<file path="config.mk">
export PLATFORM = sky130hd
export DESIGN_NAME = psram_responder
export DESIGN_NICKNAME = d
export VERILOG_FILES = /design/src/rtl/psr_pkg.sv /design/src/rtl/psr_bus_sync.sv /design/src/rtl/psr_refresh.sv /design/src/rtl/psr_array.sv /design/src/rtl/psr_ctrl.sv /design/src/rtl/psram_responder.sv
export SDC_FILE = /design/constraint.sdc
export NUM_CORES = 2
export LEC_CHECK = 0
export BUFFER_PORTS_ARGS = -buffer_cell sky130_fd_sc_hd__buf_2
export CAP_MARGIN = 10
export CELL_PAD_IN_SITES_DETAIL_PLACEMENT = 0
export CELL_PAD_IN_SITES_GLOBAL_PLACEMENT = 1
export CORE_UTILIZATION = 61
export DETAILED_ROUTE_END_ITERATION = 12
export MAX_ROUTING_LAYER = met4
export PLACE_DENSITY = 0.85
export SYNTH_ARGS = -nofsm -noshare
export SYNTH_HDL_FRONTEND = slang
export SYNTH_SLANG_ARGS = --single-unit
</file>
<file path="constraint.sdc">
create_clock -name clk -period 9.8 [get_ports clk]
set_clock_uncertainty 0.2 [all_clocks]
set_input_delay 1.96 -clock clk [delete_from_list [all_inputs] [get_ports clk]]
set_output_delay 1.96 -clock clk [all_outputs]
set_load 0.005 [all_outputs]
</file>
<file path="src/rtl/psr_pkg.sv">
package psr_pkg;

  typedef enum logic [1:0] {
    ST_IDLE,
    ST_HDR,
    ST_LAT,
    ST_DATA
  } psr_state_e;

  typedef struct packed {
    logic        rd;
    logic        regsp;
    logic        lin;
    logic [21:0] addr;
  } psr_cmd_t;

  // Split the 48-bit header into command fields; reserved bits are dropped.
  function automatic psr_cmd_t decode_hdr(input logic [47:0] h);
    psr_cmd_t c;
    c.rd    = h[47];
    c.regsp = h[46];
    c.lin   = h[45];
    c.addr  = {h[34:16], h[2:0]};
    return c;
  endfunction

  // Next word address: either inside an aligned wrap group or across the array.
  function automatic logic [21:0] step_addr(input logic [21:0] a,
                                            input logic        lin,
                                            input logic [21:0] wrap_mask,
                                            input logic [21:0] depth_mask);
    logic [21:0] inc;
    inc = a + 22'd1;
    if (lin) return inc & depth_mask;
    return (a & ~wrap_mask) | (inc & wrap_mask);
  endfunction

  // Register-space read value.
  function automatic logic [15:0] reg_word(input logic [21:0] a,
                                           input logic        fixed,
                                           input logic [7:0]  rows,
                                           input logic [7:0]  cols);
    if (a == 22'd0) return {rows, cols};
    if (a == 22'd1) return {15'd0, fixed};
    return 16'd0;
  endfunction

endpackage

</file>
<file path="src/rtl/psr_bus_sync.sv">
module psr_bus_sync (
  input  logic clk,
  input  logic rst_n,
  input  logic ck,
  input  logic cs_n,
  output logic ck_edge,
  output logic ck_rise,
  output logic cs_fall
);

  logic ck_q;
  logic cs_q;

  always_ff @(posedge clk) begin
    if (!rst_n) begin
      ck_q <= 1'b0;
      cs_q <= 1'b1;
    end else begin
      ck_q <= ck;
      cs_q <= cs_n;
    end
  end

  assign ck_edge = ck ^ ck_q;
  assign ck_rise = ck & ~ck_q;
  assign cs_fall = cs_q & ~cs_n;

endmodule

</file>
<file path="src/rtl/psr_refresh.sv">
module psr_refresh #(
  parameter int PERIOD = 40
) (
  input  logic clk,
  input  logic rst_n,
  input  logic tick,
  input  logic stall_done,
  output logic pend
);

  localparam int CW = (PERIOD > 2) ? $clog2(PERIOD) : 1;
  localparam logic [CW-1:0] LAST = CW'(PERIOD - 1);

  logic [CW-1:0] cnt;
  logic          hit;

  assign hit = tick && (cnt == LAST);

  always_ff @(posedge clk) begin
    if (!rst_n) begin
      cnt  <= '0;
      pend <= 1'b0;
    end else begin
      if (tick) cnt <= hit ? '0 : cnt + CW'(1);
      if (hit) pend <= 1'b1;
      else if (stall_done) pend <= 1'b0;
    end
  end

  a_r5_pend_set : assert property (@(posedge clk) disable iff (!rst_n)
    hit |=> pend);
  a_r5_pend_clear : assert property (@(posedge clk) disable iff (!rst_n)
    (stall_done && !hit) |=> !pend);
  a_r11_count_range : assert property (@(posedge clk) disable iff (!rst_n)
    cnt <= LAST);

endmodule

</file>
<file path="src/rtl/psr_array.sv">
module psr_array #(
  parameter int ADDR_W = 8
) (
  input  logic              clk,
  input  logic              we,
  input  logic [ADDR_W-1:0] waddr,
  input  logic [15:0]       wdata,
  input  logic [1:0]        be,
  input  logic [ADDR_W-1:0] raddr,
  output logic [15:0]       rdata
);

  localparam int DEPTH = 1 << ADDR_W;

  logic [15:0] mem [DEPTH];

  always_ff @(posedge clk) begin
    if (we) begin
      if (be[1]) mem[waddr][15:8] <= wdata[15:8];
      if (be[0]) mem[waddr][7:0]  <= wdata[7:0];
    end
  end

  assign rdata = mem[raddr];

endmodule

</file>
<file path="src/rtl/psr_ctrl.sv">
module psr_ctrl
  import psr_pkg::*;
#(
  parameter int LAT_CLK    = 3,
  parameter int ADDR_W     = 8,
  parameter int WRAP_WORDS = 16,
  parameter int ROW_W      = 5,
  parameter int COL_W      = 3
) (
  input  logic              clk,
  input  logic              rst_n,
  input  logic              cs_n,
  input  logic              ck_edge,
  input  logic              cs_fall,
  input  logic [7:0]        dq_in,
  input  logic              rwds_in,
  input  logic              refresh_pend,
  input  logic [15:0]       mem_rdata,
  output logic              mem_we,
  output logic [ADDR_W-1:0] mem_addr,
  output logic [15:0]       mem_wdata,
  output logic [1:0]        mem_be,
  output logic              stall_done,
  output logic [7:0]        dq_out,
  output logic              dq_oe,
  output logic              rwds_out,
  output logic              rwds_oe
);

  localparam int LAT_SHORT = 2 * LAT_CLK;
  localparam int LAT_LONG  = 4 * LAT_CLK;
  localparam int LCW       = $clog2(LAT_LONG + 1);
  localparam int CW        = (LCW > 3) ? LCW : 3;
  localparam logic [21:0] DEPTH_MASK = 22'((64'd1 << ADDR_W) - 64'd1);
  localparam logic [21:0] WRAP_MASK  = 22'(WRAP_WORDS - 1);
  localparam logic [7:0]  ROWS_V     = 8'(ROW_W);
  localparam logic [7:0]  COLS_V     = 8'(COL_W);

  psr_state_e    state;
  logic [CW-1:0] cnt;
  logic [39:0]   hdr_q;
  logic          long_lat;
  logic          is_rd, is_reg, is_lin;
  logic [21:0]   addr;
  logic          ph;
  logic [7:0]    hi_byte;
  logic          hi_mask;
  logic          strobe;
  logic          fixed_lat;

  // Named events for the assertions and for readability.
  logic          bus_act;
  logic          hdr_last;
  logic          lat_last;
  logic          rd_edge;
  logic          wr_commit;
  psr_cmd_t      cmd_dec;
  logic [CW-1:0] lat_edges;
  logic [15:0]   rd_word;
  logic [21:0]   addr_nxt;

  assign bus_act   = !cs_n && !cs_fall && ck_edge;
  assign lat_edges = long_lat ? CW'(LAT_LONG) : CW'(LAT_SHORT);
  assign hdr_last  = (state == ST_HDR) && (cnt == CW'(5));
  assign lat_last  = (state == ST_LAT) && (cnt == lat_edges - CW'(1));
  assign cmd_dec   = decode_hdr({hdr_q, dq_in});
  assign rd_edge   = bus_act && (state == ST_DATA) && is_rd;
  assign wr_commit = bus_act && (state == ST_DATA) && !is_rd && ph;
  assign rd_word   = is_reg ? reg_word(addr, fixed_lat, ROWS_V, COLS_V) : mem_rdata;
  assign addr_nxt  = step_addr(addr, is_lin, WRAP_MASK, DEPTH_MASK);

  assign stall_done = bus_act && lat_last && long_lat;

  assign mem_addr  = addr[ADDR_W-1:0];
  assign mem_we    = wr_commit && !is_reg;
  assign mem_wdata = {hi_byte, dq_in};
  assign mem_be    = {~hi_mask, ~rwds_in};

  always_ff @(posedge clk) begin
    if (!rst_n) begin
      state     <= ST_IDLE;
      cnt       <= '0;
      hdr_q     <= '0;
      long_lat  <= 1'b0;
      is_rd     <= 1'b0;
      is_reg    <= 1'b0;
      is_lin    <= 1'b0;
      addr      <= '0;
      ph        <= 1'b0;
      hi_byte   <= '0;
      hi_mask   <= 1'b0;
      strobe    <= 1'b0;
      dq_out    <= '0;
      fixed_lat <= 1'b0;
    end else if (cs_n) begin
      state <= ST_IDLE;
    end else if (cs_fall) begin
      state    <= ST_HDR;
      cnt      <= '0;
      long_lat <= refresh_pend | fixed_lat;
    end else if (ck_edge) begin
      unique case (state)
        ST_HDR: begin
          hdr_q <= {hdr_q[31:0], dq_in};
          if (hdr_last) begin
            is_rd  <= cmd_dec.rd;
            is_reg <= cmd_dec.regsp;
            is_lin <= cmd_dec.lin;
            addr   <= cmd_dec.addr & DEPTH_MASK;
            state  <= ST_LAT;
            cnt    <= '0;
          end else begin
            cnt <= cnt + CW'(1);
          end
        end
        ST_LAT: begin
          if (lat_last) begin
            state  <= ST_DATA;
            ph     <= 1'b0;
            strobe <= 1'b0;
          end else begin
            cnt <= cnt + CW'(1);
          end
        end
        ST_DATA: begin
          if (is_rd) begin
            dq_out <= ph ? rd_word[7:0] : rd_word[15:8];
            strobe <= !ph;
            if (ph) addr <= addr_nxt;
          end else if (!ph) begin
            hi_byte <= dq_in;
            hi_mask <= rwds_in;
          end else begin
            if (is_reg && addr == 22'd1 && !rwds_in) fixed_lat <= dq_in[0];
            addr <= addr_nxt;
          end
          ph <= !ph;
        end
        default: state <= ST_IDLE;
      endcase
    end
  end

  assign dq_oe    = (state == ST_DATA) && is_rd;
  assign rwds_oe  = (state == ST_HDR) || (state == ST_LAT) || dq_oe;
  assign rwds_out = (state == ST_HDR) ? long_lat : (dq_oe ? strobe : 1'b0);

  a_r1_hdr_len : assert property (@(posedge clk) disable iff (!rst_n)
    (state == ST_LAT && $past(state) == ST_HDR) |-> $past(cnt) == CW'(5));
  a_r4_fixed_forces_long : assert property (@(posedge clk) disable iff (!rst_n)
    (state == ST_HDR && fixed_lat) |-> rwds_out);
  a_r5_pending_forces_long : assert property (@(posedge clk) disable iff (!rst_n)
    (cs_fall && refresh_pend) |=> (cs_n || rwds_out));
  a_r3_latency_quiet : assert property (@(posedge clk) disable iff (!rst_n)
    (state == ST_LAT) |-> (rwds_oe && !rwds_out && !dq_oe));
  a_r7_strobe_toggles : assert property (@(posedge clk) disable iff (!rst_n)
    rd_edge |=> (!dq_oe || rwds_out != $past(rwds_out)));
  a_r9_wrap_group : assert property (@(posedge clk) disable iff (!rst_n)
    (state == ST_DATA && $past(state) == ST_DATA && !is_lin)
      |-> (addr & ~WRAP_MASK) == ($past(addr) & ~WRAP_MASK));
  a_r10_release : assert property (@(posedge clk) disable iff (!rst_n)
    cs_n |=> (!dq_oe && !rwds_oe));
  a_r6_write_only_in_write : assert property (@(posedge clk) disable iff (!rst_n)
    mem_we |-> (!cs_n && !is_rd && state == ST_DATA));

endmodule

</file>
<file path="src/rtl/psram_responder.sv">
module psram_responder #(
  parameter int ROW_W          = 5,
  parameter int COL_W          = 3,
  parameter int LAT_CLK        = 3,
  parameter int WRAP_WORDS     = 16,
  parameter int REFRESH_PERIOD = 40
) (
  input  logic       clk,
  input  logic       rst_n,
  input  logic       cs_n,
  input  logic       ck,
  input  logic [7:0] dq_in,
  input  logic       rwds_in,
  output logic [7:0] dq_out,
  output logic       dq_oe,
  output logic       rwds_out,
  output logic       rwds_oe
);

  localparam int ADDR_W = ROW_W + COL_W;

  logic              ck_edge, ck_rise, cs_fall;
  logic              refresh_pend, stall_done;
  logic              mem_we;
  logic [ADDR_W-1:0] mem_addr;
  logic [15:0]       mem_wdata, mem_rdata;
  logic [1:0]        mem_be;

  psr_bus_sync u_sync (
    .clk     (clk),
    .rst_n   (rst_n),
    .ck      (ck),
    .cs_n    (cs_n),
    .ck_edge (ck_edge),
    .ck_rise (ck_rise),
    .cs_fall (cs_fall)
  );

  psr_refresh #(.PERIOD(REFRESH_PERIOD)) u_refresh (
    .clk        (clk),
    .rst_n      (rst_n),
    .tick       (ck_rise),
    .stall_done (stall_done),
    .pend       (refresh_pend)
  );

  psr_array #(.ADDR_W(ADDR_W)) u_array (
    .clk   (clk),
    .we    (mem_we),
    .waddr (mem_addr),
    .wdata (mem_wdata),
    .be    (mem_be),
    .raddr (mem_addr),
    .rdata (mem_rdata)
  );

  psr_ctrl #(
    .LAT_CLK    (LAT_CLK),
    .ADDR_W     (ADDR_W),
    .WRAP_WORDS (WRAP_WORDS),
    .ROW_W      (ROW_W),
    .COL_W      (COL_W)
  ) u_ctrl (
    .clk          (clk),
    .rst_n        (rst_n),
    .cs_n         (cs_n),
    .ck_edge      (ck_edge),
    .cs_fall      (cs_fall),
    .dq_in        (dq_in),
    .rwds_in      (rwds_in),
    .refresh_pend (refresh_pend),
    .mem_rdata    (mem_rdata),
    .mem_we       (mem_we),
    .mem_addr     (mem_addr),
    .mem_wdata    (mem_wdata),
    .mem_be       (mem_be),
    .stall_done   (stall_done),
    .dq_out       (dq_out),
    .dq_oe        (dq_oe),
    .rwds_out     (rwds_out),
    .rwds_oe      (rwds_oe)
  );

endmodule

</file>
### Word level (Yosys, flattened, before mapping)

Memory sizes are Yosys's and may differ from the RTL's. A register that Yosys moved wholly into a read port is not among the register bits.
Cells that the tools add are included.

* $add $sub $neg: 4
* eq/ne operators: 15
* muxes and demuxes: 43
* bitwise gates (word level): 12
* reductions and logical operators: 42

Operator list (number)
* two-way mux 22 bit: 4
* two-way mux 16 bit: 5
* one-hot mux 22 bit (2 select lines): 1
* two-way mux 8 bit: 3
* == test 22 x 1 -> 1 bit (second input constant): 1
* zero test 22 bit: 1
* OR 22 x 4 -> 22 bit: 1
* two-way mux 4 bit: 5
* two-way mux 1 bit: 18
* AND reduction 6 bit: 3
* AND reduction 4 bit: 4
* AND reduction 5 bit: 3
* logical AND 1 bit: 14
* inequality test 2 x 1 -> 1 bit (second input constant): 5
* adder 8 x 1 -> 8 bit (second input constant): 1
* one-hot mux 4 bit (2 select lines): 1
* nonzero test 2 bit: 4
* inverter 1 bit: 7
* AND reduction 7 bit: 1
* adder 6 x 1 -> 6 bit (second input constant): 1
* == test 6 bit (second input constant): 1
* zero test 1 bit: 6
* two-way mux 6 bit: 1
* inequality test 3 x 1 -> 1 bit (second input constant): 2
* other kinds (18): 23

* register bits after elaboration: 101
* RAM bits: 4096
* input port bits: 13
* output and inout bits: 11
* word-level logic and storage cells: 136
* memories: 1

Memory list
* u_array.mem: words 256, width 16, rd ports 1, clocked after memory_dff 1, wr ports 1, line psr_array.sv:15 `logic [15:0] mem [DEPTH];`

### Longest topological paths before layout

* word-level depth: 11
* depth in mapped cells: 14
* depth with buffers taken out: 9

### Hierarchy

From an unflattened synthesis, not the netlist that was laid out.

* cell total of the unflattened synthesis: 8144
* area total of the unflattened synthesis: 163939.7 sq um

Modules (own cells, without submodules)
* psr_array: instances 1, cells an instance 7721, area each 160386.3 sq um, sequential area each 122998.0 sq um
* psr_ctrl: instances 1, cells an instance 384, area each 3161.8 sq um, sequential area each 1261.2 sq um
* psr_refresh: instances 1, cells an instance 31, area each 312.8 sq um, sequential area each 140.1 sq um
* psr_bus_sync: instances 1, cells an instance 8, area each 78.8 sq um, sequential area each 40.0 sq um

### Worst setup path before layout

No wires, ideal clock.

* path type: input to register
* from: input port ck
* to: memory u_array.mem[211][10] (enable)
* library setup time: 0.370 ns
* arrival: 4.252 ns
* required time: 9.230 ns
* path slack: 4.978 ns
* cell stages on the path: 8
* buffers on the path: 2
* path through: ha_1 -> nor3_2 -> nand4b_1 -> or3_1 -> or2_2 -> clkbuf_1 -> clkbuf_1 -> nor2_1

* cells in the longest elaborated chain, start to end: 8

RTL lines
* start: declaration: line psram_responder.sv:11 `input logic ck,`
* bitwise XOR 1 bit: line psr_bus_sync.sv:24 `assign ck_edge = ck ^ ck_q;`
* logical AND 1 bit: line psr_ctrl.sv:62 `assign bus_act = !cs_n && !cs_fall && ck_edge;`
* logical AND 1 bit
* logical AND 1 bit (2 in series): line psr_ctrl.sv:68 `assign wr_commit = bus_act && (state == ST_DATA) && !is_rd && ph;`
* logical AND 1 bit: line psr_ctrl.sv:75 `assign mem_we = wr_commit && !is_reg;`
* two-way mux 1 bit: line psr_array.sv:18 `if (we) begin`
* two-way mux 1 bit (not written as such): line psr_array.sv:19 `if (be[1]) mem[waddr][15:8] <= wdata[15:8];`
* end: declaration: line psr_array.sv:15

Every way passes these cells.

==> impl_metrics.ini <==
[detailed_routing]
drc = 0
initialDrtViolationCount = 14300
drt-wirelength-per-cell_um = 39.70
drt-total-wl_um = 463700
drtAntennaViolNets = 0
detail_route.vias_per_cell = 7.363
num_vias = 86000
firstDrtPassIters = 6

[clocking]
cts_resized = 0
cts_setup_buffers = 0
cts-buffers-inserted = 392
cts_max_level = 5
path_clk_slew_ps = 70
cts_tree = built
clk_path_buf_depth = 4
cts_hold_buf = 0
cts_root_buf = clkbuf_16
clk_latency_ps = 940
clkSinkCount = 4176

[run_status]
outcome = finished clean

[global_route]
grt_usage = 0.3576
antenna_found_initial = 34
overflow = 0
grt_pass1_wl_um = 647900
grt_pass1_vias = 82490
grt_start_max_net_pins = 222

[timing]
rsz0062_at_grt = no
fmax_ghz = 0.1794
setup_viol = 0
slew_violations = 0
worstMarginPinSlew_ps = 1454
setup_ws_ps = 4225
period_needed_ps = 5575
final-hold-violation-count = 0
min_period_over_period = 0.5689
fin_tns_setup_ps = 0
max_slew_margin = 0.03053

[die]
core_area_mm2 = 0.2635
die_area_mm2 = 0.2681
die_w_um = 517.7
start_util = 0.6159
ioPinCount = 24
placementRows = 188
dieHeight_um = 517.7

[power]
p_seq_frac = 0.548
p_sw_frac = 0.1949
powerDensity_mw_per_mm2 = 198.1
p_int_uw = 28590
p_sw_uw = 6921
power.leakage_uw = 0.05518
pwr-share-clk = 0.443
peakVddDrop_v = 0.0001522
p_comb_frac = 0.010

[critical_path]
start_kind = register
crit_buf_inv = 3
path_delay_family = compound AO/OA/AOI/OAI gates
crit_chain = buf_4 -> buf_4 -> nand3_4 -> buf_4 -> o22ai_1 -> a211oi_1 -> a221o_1 -> o211ai_1 -> o211ai_1 -> o21ai_0
crit_top_cell = buf_4
endpoint_kind = register
path_class = register to register
crit_arrival_ps = 6220
crit_slowest_cell = dfxtp_4
required_ps = 10450
crit_fanout = 33
critical-path-max-stage-delay_ps = 690

[synthesis]
yosys-top-cells-area = edfxtp_1 76%, mux4_2 14%, mux2i_1 1.7%, nor2_1 1.3%, dfxtp_1 0.99%
syn_area_per_cell_um2 = 21.15
synth_flop_cell = edfxtp_1
synth-edff-count = 4096
ys_async_sr_fraction = 0
synthCells = 7670
ys_seq_area_frac = 0.7679
yosys_register_bits = 4176
yosysWarnings = 0
syn_area_mm2 = 0.1623
synth.largest_area_cell = edfxtp_1
syn_nets = 7694
synth_top_area_frac = 0.7581
post_synth_num_cell_types = 83

[placement]
place_congestion = 0.9743
pre_cts_ws_ps = 3494
place_area_mm2 = 0.1659
portBuffers = 23
dp_hpwl_um = 269300

[layout]
layout.nets = 7817
final_cell_area_mm2 = 0.1792
largest_reg_flops = 4096
drive_gt1_frac = 0.2319
area_growth_pct = 10.45
regMostFlops = u_array.mem
postLayoutCoreUtil = 0.6803
top_regs = u_array.mem (4096), u_ctrl.hdr_q (25)

[hold_path]
hold_path.class = register to register

[job]
max_cap_viol_count = 0
per-stage QoR:
step	instances	hold slack (ps)	total power, uW
after floorplan	7670	241.2	19940
after global placement	10910	232.8	20160
after detailed placement	10910	250.1	20160
after CTS	11630	263.7	35500
after global routing	11670	282.5	36150
final	11680	266.9	35510
area by class of cell:
| cell class | count | area [um2] |
|---|---|---|
| fillers | 15520 | 84230 |
| well taps | 3515 | 4398 |
| inverters | 19 | 80.08 |
| flip-flops and latches | 4176 | 124700 |
| clock inverters | 243 | 2750 |
| clock buffers | 474 | 10430 |
| repair buffers | 205 | 1783 |
| multi-input cells | 2999 | 35000 |
| diodes | 49 | 122.6 |
logic make-up (layout without fill, tap and decap cells):
kind of cell / Yosys count / count (layout) / share of synthesized area
other: 0 / 49 / 0
adders and majority gates: 11 / 11 / 0.0008482
xor gates and xnor gates: 4 / 4 / 0.0002160
AOI/OAI and AO/OA: 615 / 615 / 0.02655
muxes: 1307 / 1307 / 0.1594
DFF: 4176 / 4176 / 0.7679
buffers and inverters: 495 / 941 / 0.01696
and+or+nand+nor: 1062 / 1062 / 0.02815
synth_stat cells, types with 6 or more instances:
library cell,n
nor4_1,8
clkbuf_1,197
o22ai_1,87
a221oi_1,28
a2111oi_0,18
o21ai_0,69
nand2b_1,21
o22a_1,9
inv_1,15
a211oi_1,40
nor3_1,36
a22oi_1,105
nand2_1,210
mux4_1,10
edfxtp_1,4096
a22o_1,25
or2_2,13
a21oi_1,80
o2111ai_1,10
nand4_1,18
o211ai_1,18
and3_1,8
o31ai_1,14
a211o_1,16
ha_1,11
a311oi_1,6
nor2_1,579
a31oi_1,18
buf_4,81
nor2b_1,31
a21boi_0,34
mux2i_1,272
dfxtp_1,80
mux2_2,19
buf_2,124
and2_1,21
nand3_1,88
buf_6,46
buf_1,21
mux4_2,1006
metal layers:
layer,vias to the layer above,global-route usage,wire [um]
li1,32250,-,-
met1,44110,0.4752,158000
met2,8359,0.5067,209400
met3,1287,0.1135,70730
met5,-,-,0
met4,0,0.1717,25600
power groups by stage:
stage / Sequential [uW] / Combinational [uW] / Clock (uW)
detailed placement: 19800 / 334 / 0
global route: 19400 / 349 / 16400
finish: 19400 / 341 / 15700
global placement: 19800 / 326 / 0
floorplan: 19800 / 106 / 0
CTS: 19400 / 335 / 15700
tightest hold or removal path, delay by kind of cell (launching register included):
| family | cells | cell delay, ps |
|---|---|---|
| DFF | 1 | 310 |
| AOI/OAI and AO/OA | 1 | 60 |
| and+or+nand+nor | 1 | 50 |
worst paths after layout:
check                           slack, ps                             to  depth (start not counted)                     startpoint
worst max-delay path                 4230  u_ctrl.dq_out[6]$_SDFFE_PN0P_                         10                       register
worst min-delay path                  270  u_ctrl.hdr_q[29]$_SDFFE_PN0P_                          2  u_ctrl.hdr_q[29]$_SDFFE_PN0P_
worst max register to register       4230  u_ctrl.dq_out[6]$_SDFFE_PN0P_                         10                       register
worst min register to register        270  u_ctrl.hdr_q[29]$_SDFFE_PN0P_                          2  u_ctrl.hdr_q[29]$_SDFFE_PN0P_
layout by cell type (no fill, tap or decap), types with 66 or more instances in the layout:
cell / instances
a21oi_1: 80
a22oi_1: 105
buf_4: 161
clkbuf_16: 403
clkinv_1: 68
clkinv_2: 66
edfxtp_1: 4096
mux2i_1: 272
mux4_2: 1006
nand2_1: 203
nand3_1: 88
nor2_1: 573
o21ai_0: 69
o22ai_1: 87
Note: power is estimated with default switching activity, not from simulation.
